**config.mk**
```make
export PLATFORM = sky130hd
export DESIGN_NAME = seeded_scrambler
export DESIGN_NICKNAME = d
export VERILOG_FILES = /design/src/rtl/scr_pkg.sv /design/src/rtl/scr_en_ctrl.sv /design/src/rtl/scr_tx_path.sv /design/src/rtl/scr_rx_path.sv /design/src/rtl/seeded_scrambler.sv
export SDC_FILE = /design/constraint.sdc
export NUM_CORES = 1
export LEC_CHECK = 0
export ABC_AREA = 1
export BUFFER_PORTS_ARGS = -buffer_cell sky130_fd_sc_hd__buf_4
export CAP_MARGIN = 20
export CORE_MARGIN = 5
export CORE_UTILIZATION = 45
export DETAILED_ROUTE_END_ITERATION = 16
export HOLD_SLACK_MARGIN = 0.1
export PLACE_DENSITY = 0.67
export SYNTH_ARGS = -nofsm -noshare
export SYNTH_HDL_FRONTEND = slang
export SYNTH_SLANG_ARGS = --single-unit
```
**constraint.sdc**
```tcl
create_clock -name clk -period 1.7 [get_ports clk]
set_clock_uncertainty 0.1 [all_clocks]
set_input_delay 0.17 -clock clk [delete_from_list [all_inputs] [get_ports clk]]
set_output_delay 0.17 -clock clk [all_outputs]
set_load 0.01 [all_outputs]
```
**src/rtl/scr_pkg.sv**
```systemverilog
package scr_pkg;

    localparam int SYM_W  = 5;
    localparam int LFSR_W = 11;
    localparam int ADDR_W = 5;
    localparam int TAP_HI = 10;
    localparam int TAP_LO = 8;

    localparam logic [SYM_W-1:0] IDLE_SYM = '1;

    typedef logic [LFSR_W-1:0] lfsr_t;
    typedef logic [SYM_W-1:0]  sym_t;
    typedef logic [ADDR_W-1:0] addr_t;

    typedef struct packed {
        lfsr_t state;
        sym_t  ks;
    } lfsr_step_t;

    typedef enum logic {
        RX_HUNT   = 1'b0,
        RX_LOCKED = 1'b1
    } rx_state_e;

    typedef struct packed {
        logic strap_ok;
        logic cfg_ok;
        logic speed_ok;
    } en_vec_t;

    // Advance one symbol: SYM_W bits, first bit lands on the symbol MSB.
    function automatic lfsr_step_t lfsr_advance(input lfsr_t s);
        lfsr_step_t r;
        lfsr_t      cur;
        logic       b;
        cur = s;
        r.ks = '0;
        for (int i = SYM_W - 1; i >= 0; i--) begin
            b       = cur[TAP_HI] ^ cur[TAP_LO];
            r.ks[i] = b;
            cur     = {cur[LFSR_W-2:0], b};
        end
        r.state = cur;
        return r;
    endfunction

    // Load recovered keystream bits into the state, MSB first.
    function automatic lfsr_t lfsr_shift_in(input lfsr_t s, input sym_t k);
        lfsr_t cur;
        cur = s;
        for (int i = SYM_W - 1; i >= 0; i--) begin
            cur = {cur[LFSR_W-2:0], k[i]};
        end
        return cur;
    endfunction

    function automatic lfsr_t seed_from_addr(input addr_t a);
        lfsr_t r;
        r = '1;
        r[ADDR_W-1:0] = a;
        return r;
    endfunction

endpackage

```
**src/rtl/scr_en_ctrl.sv**
```systemverilog
module scr_en_ctrl
    import scr_pkg::*;
(
    input  logic clk,
    input  logic rst,
    input  logic strap_in,
    input  logic cfg_we,
    input  logic cfg_wdata,
    input  logic link_100,
    input  logic force_10,
    input  logic line_mlt3,
    output logic scr_en
);

    logic    rst_d;
    logic    strap_q;
    logic    cfg_q;
    en_vec_t gate;

    // Strap is taken only on the low-to-high transition of reset.
    always_ff @(posedge clk) begin
        rst_d <= rst;
        if (rst && !rst_d) begin
            strap_q <= strap_in;
        end
    end

    always_ff @(posedge clk) begin
        if (rst) begin
            cfg_q <= 1'b1;
        end else if (cfg_we) begin
            cfg_q <= cfg_wdata;
        end
    end

    always_comb begin
        gate.strap_ok = strap_q;
        gate.cfg_ok   = cfg_q;
        gate.speed_ok = link_100 && !force_10 && line_mlt3;
        scr_en        = &gate;
    end

endmodule

```
**src/rtl/scr_tx_path.sv**
```systemverilog
module scr_tx_path
    import scr_pkg::*;
(
    input  logic  clk,
    input  logic  rst,
    input  logic  scr_en,
    input  addr_t phy_addr,
    input  sym_t  tx_sym_in,
    output sym_t  tx_sym_out,
    output lfsr_t lfsr_q
);

    lfsr_step_t adv;

    always_comb begin
        adv = lfsr_advance(lfsr_q);
    end

    always_ff @(posedge clk) begin
        if (rst) begin
            lfsr_q     <= seed_from_addr(phy_addr);
            tx_sym_out <= '0;
        end else begin
            lfsr_q     <= adv.state;
            tx_sym_out <= scr_en ? (tx_sym_in ^ adv.ks) : tx_sym_in;
        end
    end

endmodule

```
**src/rtl/scr_rx_path.sv**
```systemverilog
module scr_rx_path
    import scr_pkg::*;
#(
    parameter int LOCK_RUN     = 4,
    parameter int LOCK_TIMEOUT = 32
) (
    input  logic clk,
    input  logic rst,
    input  logic scr_en,
    input  sym_t rx_sym_in,
    output sym_t rx_sym_out,
    output logic rx_lock
);

    localparam int RUN_W = $clog2(LOCK_RUN + 1);
    localparam int TMO_W = $clog2(LOCK_TIMEOUT + 1);
    localparam logic [RUN_W-1:0] RUN_LAST = RUN_W'(LOCK_RUN - 1);
    localparam logic [TMO_W-1:0] TMO_LAST = TMO_W'(LOCK_TIMEOUT - 1);

    rx_state_e        st_q;
    lfsr_t            lfsr_q;
    logic [RUN_W-1:0] run_q;
    logic [TMO_W-1:0] tmo_q;
    lfsr_step_t       pred;
    sym_t             recovered;
    sym_t             plain;
    logic             hit;

    always_comb begin
        pred      = lfsr_advance(lfsr_q);
        recovered = rx_sym_in ^ IDLE_SYM;
        plain     = rx_sym_in ^ pred.ks;
        hit       = (pred.ks == recovered) && (lfsr_q != '0);
    end

    always_ff @(posedge clk) begin
        if (rst) begin
            st_q       <= RX_HUNT;
            lfsr_q     <= '1;
            run_q      <= '0;
            tmo_q      <= '0;
            rx_sym_out <= '0;
        end else begin
            rx_sym_out <= scr_en ? plain : rx_sym_in;
            if (!scr_en) begin
                st_q   <= RX_HUNT;
                run_q  <= '0;
                tmo_q  <= '0;
                lfsr_q <= lfsr_shift_in(lfsr_q, recovered);
            end else begin
                unique case (st_q)
                    RX_HUNT: begin
                        lfsr_q <= lfsr_shift_in(lfsr_q, recovered);
                        tmo_q  <= '0;
                        if (hit) begin
                            if (run_q == RUN_LAST) begin
                                st_q  <= RX_LOCKED;
                                run_q <= '0;
                            end else begin
                                run_q <= run_q + 1'b1;
                            end
                        end else begin
                            run_q <= '0;
                        end
                    end
                    RX_LOCKED: begin
                        lfsr_q <= pred.state;
                        if (hit) begin
                            tmo_q <= '0;
                        end else if (tmo_q == TMO_LAST) begin
                            st_q  <= RX_HUNT;
                            tmo_q <= '0;
                            run_q <= '0;
                        end else begin
                            tmo_q <= tmo_q + 1'b1;
                        end
                    end
                    default: st_q <= RX_HUNT;
                endcase
            end
        end
    end

    assign rx_lock = (st_q == RX_LOCKED);

endmodule

```
**src/rtl/seeded_scrambler.sv**
```systemverilog
module seeded_scrambler
    import scr_pkg::*;
#(
    parameter int LOCK_RUN     = 4,
    parameter int LOCK_TIMEOUT = 32
) (
    input  logic             clk,
    input  logic             rst,
    input  logic [ADDR_W-1:0] phy_addr,
    input  logic             strap_scr,
    input  logic             cfg_we,
    input  logic             cfg_wdata,
    input  logic             link_100,
    input  logic             force_10,
    input  logic             line_mlt3,
    input  logic [SYM_W-1:0] tx_sym_in,
    output logic [SYM_W-1:0] tx_sym_out,
    input  logic [SYM_W-1:0] rx_sym_in,
    output logic [SYM_W-1:0] rx_sym_out,
    output logic             rx_lock
);

    logic  scr_en;
    lfsr_t tx_lfsr;

    scr_en_ctrl u_en (
        .clk       (clk),
        .rst       (rst),
        .strap_in  (strap_scr),
        .cfg_we    (cfg_we),
        .cfg_wdata (cfg_wdata),
        .link_100  (link_100),
        .force_10  (force_10),
        .line_mlt3 (line_mlt3),
        .scr_en    (scr_en)
    );

    scr_tx_path u_tx (
        .clk        (clk),
        .rst        (rst),
        .scr_en     (scr_en),
        .phy_addr   (phy_addr),
        .tx_sym_in  (tx_sym_in),
        .tx_sym_out (tx_sym_out),
        .lfsr_q     (tx_lfsr)
    );

    scr_rx_path #(
        .LOCK_RUN     (LOCK_RUN),
        .LOCK_TIMEOUT (LOCK_TIMEOUT)
    ) u_rx (
        .clk        (clk),
        .rst        (rst),
        .scr_en     (scr_en),
        .rx_sym_in  (rx_sym_in),
        .rx_sym_out (rx_sym_out),
        .rx_lock    (rx_lock)
    );

endmodule

```
==> impl_metrics.yaml, run 1 <==
timing:
  worstMarginPinSlew_ps: 448
  drv_slew: 0
  fmax_ghz: 0.621
  tns_ps: 0
  max_slew_margin: 0.701
  hold_viol_final: 0
  rsz0062_at_grt: "no"
  min_period_ps: 1610
  hold_ws_ps: 282
  post-route-period-util: 0.948
  setup_viol: 0
synthesis:
  synth.area.top_cells: "dfxtp_1, nand2_1, o21ai_0"
  ys_types: 30
  synth_ff_type: "dfxtp_1"
  seq_area_frac_synth: 0.498
  syn_nets: 253
  yosysTopAreaCell: "dfxtp_1"
  synth_seq_cells: 45
  yosys.cell_count.top_type: "dfxtp_1"
  synth_edf_count: 1
  synth_async_sr_flop_share: 0
  syn_area_per_cell_um2: 8.02
  synth_warnings: 0
  syn_inst: 228
  synth_top_cell_area_share: 0.482
  synthTopCellsByCount: "dfxtp_1, nand2_1, nor2_1"
  synthesis.area_um2: 1830
outcome:
  status: "complete, no violations"
clocking:
  clk_path_buf_depth: 2
  clk_root_buffer_cell: "clkbuf_8"
  cts_sinks: 45
  cts_made_buffers: 5
  clk_pin_slew_ps: 90
  cts_tree: "built"
  post_cts_buffers: 0
  htree_levels: 2
  clk-insertion-delay-late_ps: 300
floorplan:
  ioPinCount: 34
  core-area_um2: 3970
  dieArea_um2: 5440
  rows: 23
  die_w_um: 73.8
  initial_core_util: 0.461
  fp.dieH_um: 73.8
grt:
  grt.overflow.total: 0
  grt_first_pass_wirelength_um: 5930
  antenna_found_initial: 0
  grt_max_degree: 31
  first_global_vias: 1397
  grt_use_total: 0.144
power:
  design_power_total_w: 0.00219
  power_leakage_nw: 1.13
  vdd_drop_max_mv: 0.623
  power_density_nw_per_um2: 899
flow_run:
  maxCapViolCount: 0
detailed_routing:
  wirelength_um: 3520
  drtIter0Drc: 68
  vias_per_cell: 4.61
  routed-via-count: 1541
  wire_per_inst_um: 10.5
  ant_nets: 0
  drc: 0
  first_pass_iters: 5
worst_hold_path:
  hold_depth: 5
  min_to: "u_rx.tmo_q[4]"
  hold_path.class: "in -> reg"
  worstHoldStart: "link_100"
cells_and_area:
  insertedDiodeCount: 0
  multi_input_area_um2: 795
  syn_to_final_growth_pct: 33.4
  seqCellArea_um2: 913
  nFillCells: 358
  fin_util: 0.615
  drive_above_1_share: 0.250
  nets: 308
  stdcell_count: 334
worst_setup_path:
  crit_path_start_kind: "input port"
  cp.arrival_ps: 1690
  required_ps: 1780
  r2r_end: "u_rx.run_q[1]"
  worstRegToRegCells: 9
  critical_path_class: "in -> reg"
  r2r_slack_ps: 170
  reg2reg_from: "u_rx.lfsr_q[8]"
  critPathCaptureType: "register"
  cp_max_fo: 30
placement:
  gp_congestion: 0.836
  place_hpwl_um: 2520
  numPlacedInstances: 307
  io_buffers: 33
placed cells by master, fill, tap and decap left out, types with 6 or more instances in the layout:
cell type | Yosys | layout
dfxtp_1 | 44 | 42
nand2_1 | 41 | 41
buf_4 | 0 | 34
nor2_1 | 28 | 27
inv_1 | 26 | 26
o21ai_0 | 22 | 20
dlygate4sd3_1 | 0 | 19
a21oi_1 | 11 | 11
or2_2 | 9 | 9
nand2_2 | 6 | 6
critical path, cell delays in order:
cell and delay (ps):
dlygate4sd3_1 560, buf_6 180, a21oi_1 110, o21ai_0 90, dlygate4sd3_1 560
worst max path at each step:
| stage | slack [ps] | startpoint | end | cells past startpoint |
|---|---|---|---|---|
| 2_1_floorplan | 230 | u_rx.tmo_q[0] | u_rx.run_q[2] | 10 |
| 3_3_place_gp | 160 | u_rx.tmo_q[0] | u_rx.run_q[2] | 10 |
| 3_5_place_dp | 100 | u_rx.tmo_q[0] | u_rx.run_q[2] | 10 |
| 4_1_cts | 80 | u_rx.tmo_q[0] | u_rx.run_q[2] | 10 |
| 5_1_grt | 3 | u_rx.lfsr_q[8] | u_rx.run_q[1] | 8 |
| 6_report | 90 | rst | u_en.cfg_q | 5 |
power breakdown:
group          total [W]  switching [W]  leakage (nW)  internal, W
Sequential       0.00114      0.0000239         0.375      0.00112
Clock           0.000800       0.000360        0.0585     0.000440
Combinational   0.000254       0.000118         0.693     0.000136
Total            0.00219       0.000502          1.13      0.00169
stage by stage:
step	area (um2)	setup WS (ps)
finish	2440	88.8
global route	2440	2.53
CTS	2430	75.7
detailed placement	2130	101
global placement	2130	162
floorplan	1830	227
cell families (layout without fill, tap and decap cells):
group	after synthesis	count (layout)	share of synthesized area
buffers and inverters	33	89	0.0691
adder cells (fa/ha/maj)	2	2	0.0137
XOR/XNOR	6	6	0.0287
flip-flops	45	45	0.498
AND/OR/NAND/NOR	100	100	0.267
AO/OA/AOI/OAI	42	42	0.124
timing repair:
| item | CTS | global route |
|---|---|---|
| resized for setup | 0 | 6 |
| endpoints found under the hold margin | 22 | 0 |
| setup endpoints to repair | 0 | 4 |
| hold buffers | 19 | 0 |
layer usage:
metal	track usage	up-vias	share of wire
met5	0	-	0
met3	0.0438	6	0.051
li1	-	830	-
met4	0.0543	0	0.015
met2	0.243	26	0.47
met1	0.169	679	0.47
layout make-up:
type / instances / share of cell area
repair buffers: 54 / 0.187
flip-flops and latches: 45 / 0.374
clock buffers: 5 / 0.0282
well taps: 50 / 0.0256
clock inverters: 3 / 0.0179
multi-input cells: 150 / 0.325
inverters: 27 / 0.0415
registers in the layout (all words and copies together) (netlist names):
name,cells
u_tx.lfsr_q,11
u_rx.rx_sym_out,5
u_en.cfg_q,1
u_rx.rx_lock,1
u_en.rst_d,1
u_rx.lfsr_q,11
u_rx.tmo_q,6
u_rx.run_q,3
u_tx.tx_sym_out,5
u_en.strap_q,1
Power figures use the tool's default switching activity.
==> run 2: changes to the inputs <==
BUFFER_PORTS_ARGS = -buffer_cell sky130_fd_sc_hd__buf_2   (was -buffer_cell sky130_fd_sc_hd__buf_4)
CELL_PAD_IN_SITES_DETAIL_PLACEMENT = 0   (was unset)
CELL_PAD_IN_SITES_GLOBAL_PLACEMENT = 2   (was unset)
CORE_UTILIZATION = 31   (was 45)
PLACE_DENSITY = unset   (was 0.67)
PLACE_DENSITY_LB_ADDON = 0.1   (was unset)
==> run 2 against run 1 <==
  * Die area up 39%
  * Maximum frequency rose by 3.7%
  * Core utilization fell by 20 points
  * Sequential share of layout area up 0.48 points
  * Wire length rose by 10%
  * Global-route usage down 2.6 points
  * Clock power down 11%
  * Worst setup slack gained 58 ps
  * Combinational power shrank 8.3%
  * Sequential cell count stayed put
==> impl_metrics.yaml, run 2 (synthesis results as in run 1) <==
grt:
  grt.overflow.total: 0
  grt_max_degree: 30
  gr-max-usage-layer: "met2"
  grt_use_total: 0.117
  first_global_vias: 1521
  grt_first_pass_wirelength_um: 6860
  use_met1: 0.151
  met3_usage: 0.0361
  use_met2: 0.188
  antenna_found_initial: 0
cells_and_area:
  syn_to_final_growth_pct: 31.9
  seqCellArea_um2: 915
  fin_area_um2: 2410
  drive_above_1_share: 0.278
  multi_input_area_um2: 822
  final_common_cell: "dfxtp_1"
  fin_util: 0.415
  largestRegisters: "u_rx.lfsr_q (11), u_tx.lfsr_q (11), u_rx.tmo_q (6)"
  nets: 308
  layout_common_cells: "dfxtp_1, nand2_1, buf_2"
  insertedDiodeCount: 0
  nFillCells: 625
worst_setup_path:
  cp_slowest_stage_delay_ps: 530
  crit_slowest_cell: "dlygate4sd3_1"
  required_ps: 1830
  path_cells: "dlygate4sd3_1 -> buf_2 -> nand3b_1 -> nand2_1 -> nand2_2 -> nor2_4 -> nand3_2 -> nand2_4 -> nand2_2 -> a21oi_2"
  reg2reg_from: "u_rx.tmo_q[0]"
  crit_buf_inv: 2
  cp.arrival_ps: 1680
  cp_max_fo: 4
  critPathCaptureType: "register"
  crit_top_cell: "nand2_2"
  setup.worst_path.start: "rx_sym_in[0]"
  crit_path_start_kind: "input port"
  critical_path_class: "in -> reg"
  cp_top_family: "simple AND/OR/NAND/NOR gates"
timing:
  hold_viol_final: 0
  max_slew_margin: 0.682
  rsz0062_at_grt: "yes"
  min_period_ps: 1550
  drv_slew: 0
  worstMarginPinSlew_ps: 477
  fmax_ghz: 0.644
  post-route-period-util: 0.914
  worst_slack_ps: 146
  setup_viol: 0
detailed_routing:
  first_pass_iters: 3
  drc: 0
  wirelength_um: 3890
  ant_nets: 0
  vias_per_cell: 4.24
  drtIter0Drc: 39
  routed-via-count: 1521
  wire_per_inst_um: 10.8
placement:
  gp_congestion: 0.686
  placed_cell_area_um2: 2100
  place_hpwl_um: 2860
  io_buffers: 33
  pre_cts_ws_ps: 89.1
floorplan:
  die_w_um: 86.8
  rows: 28
  initial_core_util: 0.315
  dieArea_um2: 7540
  core-area_um2: 5820
  fp.dieH_um: 86.8
  ioPinCount: 34
flow_run:
  maxCapViolCount: 0
power:
  power_density_nw_per_um2: 864
  power_leakage_nw: 1.11
  design_power_total_w: 0.00208
  vdd_drop_max_mv: 0.382
outcome:
  status: "complete, no violations"
worst_hold_path:
  hold_path.class: "in -> reg"
  worstHoldStart: "rst"
clocking:
  clk_path_buf_depth: 2
  cts_made_buffers: 5
  clk_root_buffer_cell: "clkbuf_8"
  cts_tree: "built"
  clk-insertion-delay-late_ps: 290
  cts_sinks: 45
  clk_pin_slew_ps: 80
  post_cts_buffers: 0
  htree_levels: 2
[run 2: changes by cell type in the layout (fill, tap and decap cells not counted), moves of 2 or more]
cell      before  now
nand2_1       41   38
clkbuf_8       5    7
o21ai_0       20   22
o21ai_1        3    1
nor2_1        27   25
buf_4         34    2
nand2_2        6    8
buf_2          0   33
[run 2: where the power goes]
part / total [W] / leakage, nW / internal, W / switching [W]
Clock: 0.000711 / 0.0542 / 0.000368 / 0.000344
Sequential: 0.00114 / 0.374 / 0.00112 / 0.0000248
Combinational: 0.000233 / 0.680 / 0.000116 / 0.000116
[run 2: cell type report]
class / instances / area share
flip-flops and latches: 45 / 0.379
well taps: 75 / 0.0389
multi-input cells: 150 / 0.341
clock buffers: 7 / 0.0399
clock inverters: 1 / 0.00207
repair buffers: 54 / 0.158
inverters: 27 / 0.0420
[run 2: layer usage]
metal,vias to the layer above,routed length [um]
met3,4,184
met5,-,0
li1,832,-
met4,0,38
met1,660,1880
met2,25,1790
[run 2: worst reg2reg max path: stages, from the launching register on]
cell	delay (ps)
dfxtp_2	360
ha_1	170
nand2_1	50
inv_1	70
nand2_1	80
nor2_2	130
nand2_2	100
nand2_2	90
nand2_4	60
o21ai_0	160
inv_1	60
[run 2: repair_timing]
action	CTS	global route
hold buffers	18	0
resized for setup	0	12
endpoints found under the setup margin	0	6
hold endpoints to repair	20	0
[run 2: stage by stage]
step	std cells	setup TNS (ps)	hold WS [ps]
3_3_place_gp	333	0	246
4_1_cts	359	0	185
3_5_place_dp	333	0	257
2_1_floorplan	228	0	97.7
5_1_grt	359	-112	181
6_report	359	0	179
[run 2: final timing paths]
path	end	slack, ps	cells past startpoint
worst max-delay path	u_rx.run_q[1]	150	10
worst min-delay path	u_en.rst_d	180	2
worst max register to register	u_rx.rx_lock	160	10
worst min register to register	u_tx.lfsr_q[7]	310	1
==> run 3: changes to the inputs <==
ABC_AREA = unset   (was 1)
CELL_PAD_IN_SITES_GLOBAL_PLACEMENT = 1   (was 2)
CORE_UTILIZATION = 42   (was 31)
==> run 3 against run 2 <==
  * Cell area down 0.62%
  * First-iteration DRC count up 33%
  * Via count down 3.6%
  * Sequential power about the same
  * Worst hold slack worse by 64 ps
  * Maximum frequency down 3.5%
  * Critical endpoint is now u_en.cfg_q
  * Largest cell class is now multi-input combinational cells
  * Highest routed layer unchanged
==> impl_metrics.yaml, run 3 <==
outcome:
  status: "complete, no violations"
worst_setup_path:
  critical_path_class: "reg -> reg"
  crit_path_start_kind: "register"
  cp.arrival_ps: 1700
  cp_slowest_stage_delay_ps: 550
  crit_slowest_cell: "dlygate4sd3_1"
  path_cells: "buf_4 -> nor2b_1 -> a211o_1 -> dlygate4sd3_1"
  crit_buf_inv: 2
  cp_top_family: "buffers and inverters"
  critPathCaptureType: "register"
  cp_max_fo: 13
  required_ps: 1790
grt:
  grt_max_degree: 24
  gr-max-usage-layer: "met1"
  use_met1: 0.207
  grt_use_total: 0.141
  met3_usage: 0.0433
  use_met2: 0.196
  grt_first_pass_wirelength_um: 6770
  first_global_vias: 1448
  grt.overflow.total: 0
  antenna_found_initial: 0
clocking:
  cts_made_buffers: 5
  cts_sinks: 45
  htree_levels: 2
  clk_pin_slew_ps: 80
  clk_root_buffer_cell: "clkbuf_8"
  clk_path_buf_depth: 2
  cts_tree: "built"
  post_cts_buffers: 0
  clk-insertion-delay-late_ps: 300
synthesis:
  synth_seq_cells: 45
  syn_inst: 186
  synthTopCellsByCount: "dfxtp_1, xor2_1, nand2_1, nand3_1"
  syn_nets: 211
  yosys.cell_count.top_type: "dfxtp_1"
  synth_edf_count: 1
  seq_area_frac_synth: 0.483
  synthesis.area_um2: 1880
  ys_types: 37
  synth_ff_type: "dfxtp_1"
  synth.area.top_cells: "dfxtp_1, xor2_1, xnor2_1"
  synth_warnings: 0
  synth_async_sr_flop_share: 0
  syn_area_per_cell_um2: 10.1
  yosysTopAreaCell: "dfxtp_1"
  synth_top_cell_area_share: 0.467
power:
  vdd_drop_max_mv: 0.566
  switchingPower_w: 0.000531
  power_leakage_nw: 0.965
  p_comb_frac: 0.128
  p_int_w: 0.00156
  pwr-share-seq: 0.552
  swShare: 0.255
  power_density_nw_per_um2: 870
  design_power_total_w: 0.00209
  clkPwrFrac: 0.320
timing:
  post-route-period-util: 0.947
  rsz0062_at_grt: "no"
  min_period_ps: 1610
  worstMarginPinSlew_ps: 408
  hold_viol_final: 0
  drv_slew: 0
  tns_ps: 0
  max_slew_margin: 0.727
  fmax_ghz: 0.621
  hold_ws_ps: 115
  setup_viol: 0
  worst_slack_ps: 89.9
placement:
  place_hpwl_um: 2920
  gp_congestion: 0.884
  pre_cts_ws_ps: 198
  numPlacedInstances: 270
  io_buffers: 33
detailed_routing:
  wire_per_inst_um: 13.7
  routed-via-count: 1466
  wirelength_um: 4040
  drc: 0
  first_pass_iters: 4
  drtIter0Drc: 52
  vias_per_cell: 4.95
  ant_nets: 0
cells_and_area:
  drive_above_1_share: 0.303
  nets: 268
  syn_to_final_growth_pct: 27.3
  layout_common_cells: "dfxtp_1, buf_2, dlygate4sd3_1"
  largestRegisters: "u_rx.lfsr_q (11), u_tx.lfsr_q (11), u_rx.tmo_q (6)"
  nFillCells: 394
  multi_input_area_um2: 931
  final_common_cell: "dfxtp_1"
  seqCellArea_um2: 911
  stdcell_count: 296
  insertedDiodeCount: 0
floorplan:
  core-area_um2: 4350
  fp.dieH_um: 77.0
  dieArea_um2: 5930
  initial_core_util: 0.433
  rows: 24
  ioPinCount: 34
  die_w_um: 77.0
flow_run:
  maxCapViolCount: 0
worst_hold_path:
  hold_path.class: "in -> reg"
## run 3: area by class of cell
| type | instances | share of cell area |
|---|---|---|
| clock buffers | 5 | 0.0287 |
| clock inverters | 3 | 0.00887 |
| inverters | 1 | 0.00156 |
| multi-input cells | 132 | 0.388 |
| flip-flops and latches | 45 | 0.380 |
| well taps | 52 | 0.0271 |
| repair buffers | 58 | 0.166 |
## run 3: power groups by stage
stage | Sequential [W] | Clock (W) | Combinational (W)
global route | 0.00116 | 0.000753 | 0.000294
global placement | 0.00117 | 0 | 0.000226
detailed placement | 0.00118 | 0 | 0.000233
CTS | 0.00115 | 0.000686 | 0.000265
floorplan | 0.00118 | 0 | 0.000147
finish | 0.00115 | 0.000668 | 0.000267
## run 3: repair_timing
action                                  CTS  global route
resized for setup                         0             1
hold buffers                             18             0
endpoints found under the setup margin    0             6
hold endpoints to repair                 21             0
## run 3: cells by family (layout without fill, tap and decap cells)
group / Yosys count / after routing / synth area share
simple gates: 72 / 72 / 0.209
mux: 5 / 5 / 0.0299
xor+xnor: 29 / 29 / 0.135
flops: 45 / 45 / 0.483
fa+ha+maj: 2 / 2 / 0.0133
compound gates: 24 / 24 / 0.106
buf+inv: 9 / 67 / 0.0239
## run 3: path summary, 6_finish.rpt
kind	startpoint	endpoint	slack (ps)	depth (start not counted)
setup / recovery	u_en.cfg_q	u_en.cfg_q	90	4
hold / removal	rst	u_en.rst_d	120	1
setup reg to reg	u_en.cfg_q	u_en.cfg_q	90	4
hold reg to reg	u_tx.lfsr_q[2]	u_tx.lfsr_q[7]	320	1
## run 3: stage by stage
stage               cell area, um2   util
finish                        2400  0.551
global route                  2400  0.551
CTS                           2400  0.550
detailed placement            2130  0.488
global placement              2130  0.488
floorplan                     1880      -
## run 3: worst reg2reg max path, stage by stage, from the launching register on
cell           delay, ps
dfxtp_1              310
buf_4                180
nor2b_1              150
a211o_1              210
dlygate4sd3_1        550
## run 3: per-layer routing
layer	up-vias	wire length, um
met1	660	2130
li1	751	-
met3	8	252
met5	-	0
met4	0	47
met2	47	1610
